$ cat config.mk
export PLATFORM = sky130hd
export DESIGN_NAME = slice_frame_sync
export DESIGN_NICKNAME = d
export VERILOG_FILES = /design/src/rtl/sfs_pkg.sv /design/src/rtl/sfs_marker_det.sv /design/src/rtl/sfs_tracker.sv /design/src/rtl/sfs_unpack.sv /design/src/rtl/sfs_status.sv /design/src/rtl/slice_frame_sync.sv
export SDC_FILE = /design/constraint.sdc
export NUM_CORES = 1
export LEC_CHECK = 0
export BUFFER_PORTS_ARGS = -buffer_cell sky130_fd_sc_hd__buf_2
export CAP_MARGIN = 20
export CORE_MARGIN = 2
export CORE_UTILIZATION = 40
export CTS_CLUSTER_DIAMETER = 30
export DETAILED_ROUTE_END_ITERATION = 7
export GPL_TIMING_DRIVEN = 0
export PLACE_DENSITY = 0.66
export SYNTH_ARGS = -nofsm -noshare
export SYNTH_HDL_FRONTEND = slang
export SYNTH_SLANG_ARGS = --single-unit
$ cat constraint.sdc
create_clock -name clk -period 3.21 [get_ports clk]
set_input_delay 0.642 -clock clk [delete_from_list [all_inputs] [get_ports clk]]
set_output_delay 0.642 -clock clk [all_outputs]
set_load 0.03 [all_outputs]
$ cat src/rtl/sfs_pkg.sv
package sfs_pkg;
  typedef enum logic [1:0] {
    SYNC_HUNT    = 2'd0,
    SYNC_CONFIRM = 2'd1,
    SYNC_TRACK   = 2'd2
  } sync_state_e;
endpackage

$ cat src/rtl/sfs_marker_det.sv
// Recognises the marker byte and remembers whether the previous accepted byte was one.
module sfs_marker_det #(
  parameter int PIXW = 4
) (
  input  logic            clk,
  input  logic            rst,
  input  logic            vld,
  input  logic [PIXW-2:0] odd_hi,
  input  logic [PIXW-1:0] even_nib,
  output logic            hit,
  output logic            pair
);
  logic prev_hit_q;

  assign hit  = (&odd_hi) && (even_nib == '0);
  assign pair = vld && prev_hit_q && hit;

  always_ff @(posedge clk) begin
    if (rst)      prev_hit_q <= 1'b0;
    else if (vld) prev_hit_q <= hit;
  end
endmodule

$ cat src/rtl/sfs_tracker.sv
// Hunt / confirm / track state machine with the frame position counters.
module sfs_tracker
  import sfs_pkg::*;
#(
  parameter int NCOL = 280,
  parameter int NROW = 8,
  localparam int BPC  = NROW / 2,
  localparam int COLW = $clog2(NCOL + 2),
  localparam int SUBW = (BPC > 1) ? $clog2(BPC) : 1
) (
  input  logic            clk,
  input  logic            rst,
  input  logic            vld,
  input  logic            hit,
  input  logic            pair,
  output logic            locked,
  output logic            sync_err,
  output logic            pix_take,
  output logic            st3_take,
  output logic            st4_take,
  output logic [COLW-1:0] cur_col,
  output logic [SUBW-1:0] cur_sub
);
  localparam logic [COLW-1:0] MCOL    = COLW'(NCOL + 1);
  localparam logic [SUBW-1:0] SUB_END = SUBW'(BPC - 1);

  sync_state_e st_q, st_d;
  logic [COLW-1:0] col_q;
  logic [SUBW-1:0] sub_q;
  logic in_mark, mark_pos, aligned, lost;

  assign in_mark  = (col_q == MCOL);
  assign mark_pos = in_mark && (sub_q < SUBW'(2));
  assign aligned  = (st_q != SYNC_HUNT);
  assign lost     = vld && aligned && mark_pos && !hit;

  assign pix_take = vld && (st_q == SYNC_TRACK) && !in_mark;
  assign st3_take = vld && aligned && in_mark && (sub_q == SUBW'(2));
  assign st4_take = vld && aligned && in_mark && (sub_q == SUBW'(3));
  assign cur_col  = col_q;
  assign cur_sub  = sub_q;

  always_comb begin
    st_d = st_q;
    if (vld) begin
      unique case (st_q)
        SYNC_HUNT:    if (pair) st_d = SYNC_CONFIRM;
        SYNC_CONFIRM: if (lost) st_d = SYNC_HUNT;
                      else if (in_mark && sub_q == SUBW'(1)) st_d = SYNC_TRACK;
        SYNC_TRACK:   if (lost) st_d = SYNC_HUNT;
        default:      st_d = SYNC_HUNT;
      endcase
    end
  end

  always_ff @(posedge clk) begin
    if (rst) begin
      st_q     <= SYNC_HUNT;
      col_q    <= COLW'(1);
      sub_q    <= '0;
      locked   <= 1'b0;
      sync_err <= 1'b0;
    end else begin
      st_q     <= st_d;
      locked   <= (st_d == SYNC_TRACK);
      sync_err <= lost && (st_q == SYNC_TRACK);
      if (vld) begin
        if (st_q == SYNC_HUNT) begin
          if (pair) begin
            col_q <= MCOL;
            sub_q <= SUBW'(2);
          end
        end else if (sub_q == SUB_END) begin
          sub_q <= '0;
          col_q <= in_mark ? COLW'(1) : col_q + COLW'(1);
        end else begin
          sub_q <= sub_q + SUBW'(1);
        end
      end
    end
  end
endmodule

$ cat src/rtl/sfs_unpack.sv
// Splits an image byte into two tagged pixels, odd row first.
module sfs_unpack #(
  parameter int NCOL = 280,
  parameter int NROW = 8,
  parameter int PIXW = 4,
  localparam int BPC  = NROW / 2,
  localparam int COLW = $clog2(NCOL + 2),
  localparam int SUBW = (BPC > 1) ? $clog2(BPC) : 1,
  localparam int ROWW = $clog2(NROW + 1)
) (
  input  logic              clk,
  input  logic              rst,
  input  logic              take,
  input  logic [2*PIXW-1:0] byte_in,
  input  logic [COLW-1:0]   cur_col,
  input  logic [SUBW-1:0]   cur_sub,
  output logic [PIXW-1:0]   pix_val,
  output logic [COLW-1:0]   pix_col,
  output logic [ROWW-1:0]   pix_row,
  output logic              pix_vld
);
  logic            pend_q;
  logic [PIXW-1:0] even_q;

  always_ff @(posedge clk) begin
    if (rst) begin
      pend_q  <= 1'b0;
      even_q  <= '0;
      pix_val <= '0;
      pix_col <= '0;
      pix_row <= '0;
      pix_vld <= 1'b0;
    end else begin
      pix_vld <= take || pend_q;
      if (take) begin
        pix_val <= byte_in[2*PIXW-1:PIXW];
        even_q  <= byte_in[PIXW-1:0];
        pix_col <= cur_col;
        pix_row <= ROWW'({cur_sub, 1'b0}) + ROWW'(1);
        pend_q  <= 1'b1;
      end else if (pend_q) begin
        pix_val <= even_q;
        pix_row <= pix_row + ROWW'(1);
        pend_q  <= 1'b0;
      end
    end
  end
endmodule

$ cat src/rtl/sfs_status.sv
// Holds the two status bytes of the marker column.
module sfs_status #(
  parameter int BW = 8
) (
  input  logic          clk,
  input  logic          rst,
  input  logic          take_a,
  input  logic          take_b,
  input  logic [BW-1:0] byte_in,
  output logic [BW-1:0] stat0,
  output logic [BW-1:0] stat1
);
  always_ff @(posedge clk) begin
    if (rst) begin
      stat0 <= '0;
      stat1 <= '0;
    end else begin
      if (take_a) stat0 <= byte_in;
      if (take_b) stat1 <= byte_in;
    end
  end
endmodule

$ cat src/rtl/slice_frame_sync.sv
module slice_frame_sync #(
  parameter int NCOL = 280,
  parameter int NROW = 8,
  parameter int PIXW = 4,
  localparam int BW   = 2 * PIXW,
  localparam int BPC  = NROW / 2,
  localparam int COLW = $clog2(NCOL + 2),
  localparam int SUBW = (BPC > 1) ? $clog2(BPC) : 1,
  localparam int ROWW = $clog2(NROW + 1)
) (
  input  logic            clk,
  input  logic            rst,
  input  logic [BW-1:0]   byte_in,
  input  logic            byte_vld,
  output logic [PIXW-1:0] pix_val,
  output logic [COLW-1:0] pix_col,
  output logic [ROWW-1:0] pix_row,
  output logic            pix_vld,
  output logic            locked,
  output logic [BW-1:0]   stat0,
  output logic [BW-1:0]   stat1,
  output logic            sync_err
);
  logic hit, pair, pix_take, st3_take, st4_take;
  logic [COLW-1:0] cur_col;
  logic [SUBW-1:0] cur_sub;

  sfs_marker_det #(.PIXW(PIXW)) u_det (
    .clk(clk), .rst(rst), .vld(byte_vld),
    .odd_hi(byte_in[BW-1:PIXW+1]), .even_nib(byte_in[PIXW-1:0]),
    .hit(hit), .pair(pair)
  );

  sfs_tracker #(.NCOL(NCOL), .NROW(NROW)) u_trk (
    .clk(clk), .rst(rst), .vld(byte_vld), .hit(hit), .pair(pair),
    .locked(locked), .sync_err(sync_err), .pix_take(pix_take),
    .st3_take(st3_take), .st4_take(st4_take),
    .cur_col(cur_col), .cur_sub(cur_sub)
  );

  sfs_unpack #(.NCOL(NCOL), .NROW(NROW), .PIXW(PIXW)) u_unp (
    .clk(clk), .rst(rst), .take(pix_take), .byte_in(byte_in),
    .cur_col(cur_col), .cur_sub(cur_sub),
    .pix_val(pix_val), .pix_col(pix_col), .pix_row(pix_row), .pix_vld(pix_vld)
  );

  sfs_status #(.BW(BW)) u_st (
    .clk(clk), .rst(rst), .take_a(st3_take), .take_b(st4_take),
    .byte_in(byte_in), .stat0(stat0), .stat1(stat1)
  );
endmodule

==> results.cfg, run 1 <==
[job]
cap_violations = 0

[yosys]
synth_seq_cells = 55
synth_flop_cell = dfxtp_1
async_flop_share_pct = 0
netlist_instances = 270
postSynthAreaPerCell_sq_um = 9.07
synth.distinct_cells = 51
yosysWarningCount = 0
syn-num-nets = 287
synth_area_sq_mm = 0.00245
synth_edf_count = 0
synth_seq_area_share_pct = 45.0

[setup_path]
critPathMaxStageDelay_ps = 490
endpoint = u_unp.pix_col[3]
critical_path_class = register to register
r2r-end = u_unp.pix_col[3]
cp.depth = 8
start_kind = register
required_ps = 3450
cp.arrival_ps = 2550
endpoint_kind = register
crit_buf_inv = 3
cp-startpoint = u_trk.cur_col[1]
r2r-start = u_trk.cur_col[1]
worstPathCellList = inv_1 -> ha_1 -> and4_1 -> buf_1 -> a21boi_0 -> buf_2 -> nand2_1 -> a21oi_1
crit_fanout = 10
rr_worst_depth = 8
reg2reg_slack_ps = 900
critPathTopFamily = buffers and inverters
crit_slowest_cell = a21boi_0

[floorplanning]
floorplan.initialDensity_pct = 41.4
rows = 28
die_area_sq_mm = 0.00676
core_area_sq_mm = 0.00592
die_w_microns = 82.2
io-pin-count = 47
die_h_microns = 82.2

[timing]
period_minus_slack_ps = 2310
final.setup.worst_slack_ps = 903
hold_viol_final = 0
finalClockSkew_ps = 7.27
max_freq_mhz = 434
slew_headroom_pct = 59.4
drv_slew = 0
timing.final.crit_share_pct = 71.9
whs_ps = 459
timing.setup.tns_ps = 0
rsz0062_at_grt = false
setup_viol = 0
worst_pin_slew_ps = 609

[route]
drt-initial-drc-count = 126
num_vias = 2156
drt_wl_total_microns = 6020
antenna_left = 0
drc = 0
avgRoutedWirePerCell_microns = 15.1
vias_per_cell = 5.42
firstDrtPassIters = 4

[clocking]
cts_tree = yes
postCtsSetupBuffers = 0
cts-htree-levels = 2
cts_buffers = 5
cts.sinks = 55
cts_root_buf = clkbuf_8
ctsHoldBuffers = 0
clock_path_buffers = 2
path_clk_slew_ps = 100
ctsResizeCount = 0
insertion_delay_ps = 310

[place]
place_hpwl_microns = 4150
place_inst = 390
preCtsSetupSlack_ps = 829
port_buffers = 45
dpl-instance-area_sq_mm = 0.00277
gp_routability_congestion = 0.826

[final_layout]
layout.cells.most_common = dfxtp_1
n_antenna_cell = 0
layout-drive-gt1-share_pct = 21.4
layout_common_cells = dfxtp_1 (55), buf_2 (52), nand2_1 (35), nor2_1 (29), mux2i_1 (22)
syn_to_final_growth_pct = 17.6
final-instance-count-excl-fill = 398
nets = 339
final_area_sq_mm = 0.00288

[global_routing]
grt_overflow = 0
antenna_found_initial = 0
grt_pass1_wl_microns = 9490
grt_max_degree = 18
grt_pass1_vias = 1977
track_usage_pct = 18.4

[power]
leakage_nw = 1.29
ir_drop_uv = 286
power_density_mw_per_mm2 = 414

[hold_path]
hold_path.class = register to register

[outcome]
status = complete, no violations
==> layout make-up <==
cell class | instances | area, sq um
timing repair buffer | 45 | 225
clock inverter | 2 | 38.8
buffer | 18 | 80.1
fill | 582 | 3040
inverter | 7 | 26.3
sequential | 55 | 1100
clock buffer | 6 | 72.6
tap | 75 | 93.8
multi-input combinational | 190 | 1240
==> routing by layer <==
layer / routed length [microns] / part of all wire, % / global-route usage (%)
met5: 0 / 0 / 0
met3: 267 / 4.4 / 4.24
met1: 2890 / 48 / 24.7
met4: 90 / 1.5 / 6.17
met2: 2780 / 46 / 29.2
==> metrics by stage <==
stage               util (%)  power [W]
finish                  48.6    0.00119
global route            48.6    0.00123
floorplan                  -   0.000714
global placement        46.7   0.000732
detailed placement      46.7   0.000732
CTS                     48.6    0.00120
==> sequential cells by signal, indices dropped and copies added, names as in the netlist <==
signal	count
u_trk.locked	1
u_det.prev_hit_q	1
u_unp.even_q	4
u_unp.pix_col	9
u_trk.cur_sub	2
u_trk.sync_err	1
u_trk.cur_col	9
u_st.stat1	8
u_trk.st_q	2
u_unp.pend_q	1
u_unp.pix_val	4
u_unp.pix_row	4
u_st.stat0	8
u_unp.pix_vld	1
==> where the power goes <==
| part | total (W) | internal [W] | switching (W) |
|---|---|---|---|
| Sequential | 0.000682 | 0.000682 | 0.0000000197 |
| Clock | 0.000475 | 0.000236 | 0.000239 |
| Combinational | 0.0000347 | 0.00000885 | 0.0000258 |
==> cell families (layout without fill, tap and decap cells) <==
| kind of cell | count (synthesis) | in the layout | synth area share [%] |
|---|---|---|---|
| mux | 22 | 22 | 8.99 |
| compound gates | 61 | 61 | 17.2 |
| xor+xnor | 3 | 3 | 1.07 |
| fa+ha+maj | 6 | 6 | 3.07 |
| buf+inv | 25 | 78 | 4.34 |
| flops | 55 | 55 | 45.0 |
| simple gates | 98 | 98 | 20.3 |
==> worst min-delay path, cell delays in order (launching register included) <==
cell	delay [ps]
dfxtp_1	320
nand2_1	50
a21oi_1	50
==> how the worst min path moves through the flow <==
stage                          start                to  slack (ps)  depth (start not counted)
finish              u_unp.pix_col[4]  u_unp.pix_col[4]         460                          2
global route        u_unp.pix_col[7]  u_unp.pix_col[7]         480                          2
CTS                 u_unp.pix_col[4]  u_unp.pix_col[4]         460                          2
detailed placement  u_unp.pix_col[4]  u_unp.pix_col[4]         450                          2
global placement    u_unp.pix_col[4]  u_unp.pix_col[4]         440                          2
floorplan            u_unp.even_q[0]   u_unp.even_q[0]         440                          2
==> cell usage after synthesis (3+ instances only) <==
library cell,count,share of area [%]
dfxtp_1,55,45
nand2_1,35,5.4
nor2_1,29,4.4
mux2i_1,22,9.0
a21oi_1,19,3.9
clkbuf_1,9,1.4
o21ai_0,8,1.6
a211oi_1,7,2.1
buf_2,7,1.4
ha_1,6,3.1
inv_1,6,0.92
nand3_1,5,1.0
nor3_1,4,0.82
nor3b_1,4,1.2
a21boi_0,3,0.92
o211ai_1,3,0.92
o21a_1,3,0.92
o31ai_1,3,0.92
or4_1,3,0.92
(Power assumes the default switching activity.)
==> inputs of run 2 (changes only) <==
==> constraint.sdc (replaced) <==
create_clock -name clk -period 2.2 [get_ports clk]
set_input_delay 0.44 -clock clk [delete_from_list [all_inputs] [get_ports clk]]
set_output_delay 0.44 -clock clk [all_outputs]
set_load 0.03 [all_outputs]
==> run 2 against run 1 <==
Worst setup slack got worse by 740 ps. Combinational power increased by 47%. Critical path depth did not move. Hold slack got worse by 67 ps. Global-route usage unchanged. Total power up 46%. Flip-flop and latch count unchanged. Design area up 0.78%. Critical path type unchanged. Critical endpoint unchanged. Largest power group unchanged.
==> results.cfg, run 2 (synthesis gave the netlist of run 1 again) <==
[setup_path]
critical_path_class = register to register
rr_worst_depth = 8
critPathMaxStageDelay_ps = 460
critPathTopFamily = buffers and inverters
crit_buf_inv = 3
crit_fanout = 10
required_ps = 2440
start_kind = register
cp.depth = 8
reg2reg_slack_ps = 170
endpoint_kind = register
cp.arrival_ps = 2270
crit_slowest_cell = dfxtp_1
worstPathCellList = inv_1 -> ha_1 -> and4_1 -> clkbuf_2 -> a21boi_2 -> buf_2 -> nand2_1 -> a21oi_1

[floorplanning]
rows = 28
die_area_sq_mm = 0.00676
die_w_microns = 82.2
die_h_microns = 82.2
io-pin-count = 47
floorplan.initialDensity_pct = 41.4
core_area_sq_mm = 0.00592

[place]
port_buffers = 45
gp_routability_congestion = 0.826
place_inst = 390
place_hpwl_microns = 4150

[clocking]
cts_root_buf = clkbuf_8
cts_buffers = 5
insertion_delay_ps = 310
ctsHoldBuffers = 0
cts.sinks = 55
cts-htree-levels = 2
postCtsSetupBuffers = 0
cts_tree = yes
path_clk_slew_ps = 100
clock_path_buffers = 2

[timing]
drv_slew = 0
timing.setup.tns_ps = 0
max_freq_mhz = 492
setup_viol = 0
whs_ps = 391
rsz0062_at_grt = false
period_minus_slack_ps = 2030
worst_pin_slew_ps = 621
timing.final.crit_share_pct = 92.5
finalClockSkew_ps = 6.78
hold_viol_final = 0
slew_headroom_pct = 58.6

[final_layout]
syn_to_final_growth_pct = 18.5
layout-drive-gt1-share_pct = 22.0
nets = 339
final-instance-count-excl-fill = 398
layout_common_cells = dfxtp_1 (55), buf_2 (52), nand2_1 (35), nor2_1 (29), mux2i_1 (22)
layout.cells.most_common = dfxtp_1
n_antenna_cell = 0

[power]
power_density_mw_per_mm2 = 598
leakage_nw = 1.27
ir_drop_uv = 417

[route]
antenna_left = 0
firstDrtPassIters = 5
avgRoutedWirePerCell_microns = 15.2
drt_wl_total_microns = 6060
num_vias = 2177
drc = 0
drt-initial-drc-count = 98
vias_per_cell = 5.47

[global_routing]
grt_overflow = 0
grt_pass1_wl_microns = 9490
grt_pass1_vias = 1977
grt_max_degree = 18
antenna_found_initial = 0
track_usage_pct = 18.4

[outcome]
status = complete, no violations

[job]
cap_violations = 0

[hold_path]
min_path_cells = 3
hold_path.class = primary input to register
[run 2: changes by cell type in the layout (fill, tap and decap cells not counted), sizes merged]
cell / change
buf: -1
clkbuf: +1
[run 2: layer usage]
metal	part of all wire (%)	global-route usage [%]	wire [microns]
met1	47	24.7	2840
met2	46	29.2	2790
met3	5.6	4.24	342
met4	1.4	6.17	86
met5	0	0	0
[run 2: power by group]
group / switching (W) / internal [W] / leakage, nW / total [W]
sequential: 0.0000000289 / 0.000995 / 0.443 / 0.000995
clock: 0.000345 / 0.000345 / 0.0558 / 0.000690
combinational: 0.0000382 / 0.0000129 / 0.774 / 0.0000511
[run 2: metrics by stage]
step                instance area [sq um]  setup WS (ps)  total power, W  utilization [%]
floorplan                            2450            281         0.00104                -
global placement                     2770          -36.9         0.00107             46.7
detailed placement                   2770          -55.2         0.00107             46.7
CTS                                  2880          -56.5         0.00175             48.6
global route                         2900           45.3         0.00179             49.0
finish                               2900            166         0.00174             49.0
[run 2: what timing repair did]
action,4_1_cts,5_1_grt
cloned,0,0
endpoints found under the setup margin,24,27
pin swaps,0,0
hold endpoints to repair,0,0
gates resized for setup,1,4
[run 2: worst min-delay path: cells and delay by family]
family        cells  cell delay [ps]
mux               1               60
simple gates      1               70
buf+inv           1              100
[run 2: final cells by class]
class,count,area [sq um]
plain buffers,18,81.3
clock buffers,6,72.6
clock inverters,2,38.8
fillers,577,3020
inverters,7,26.3
multi-input cells,190,1260
flip-flops and latches,55,1100
well taps,75,93.8
repair buffers,45,225
[run 2: worst paths after layout]
kind                                         end              from
worst max-delay path            u_unp.pix_col[3]  u_trk.cur_col[1]
worst min-delay path               u_st.stat1[4]        byte_in[4]
worst max register to register  u_unp.pix_col[3]  u_trk.cur_col[1]
worst min register to register  u_unp.pix_col[4]  u_unp.pix_col[4]
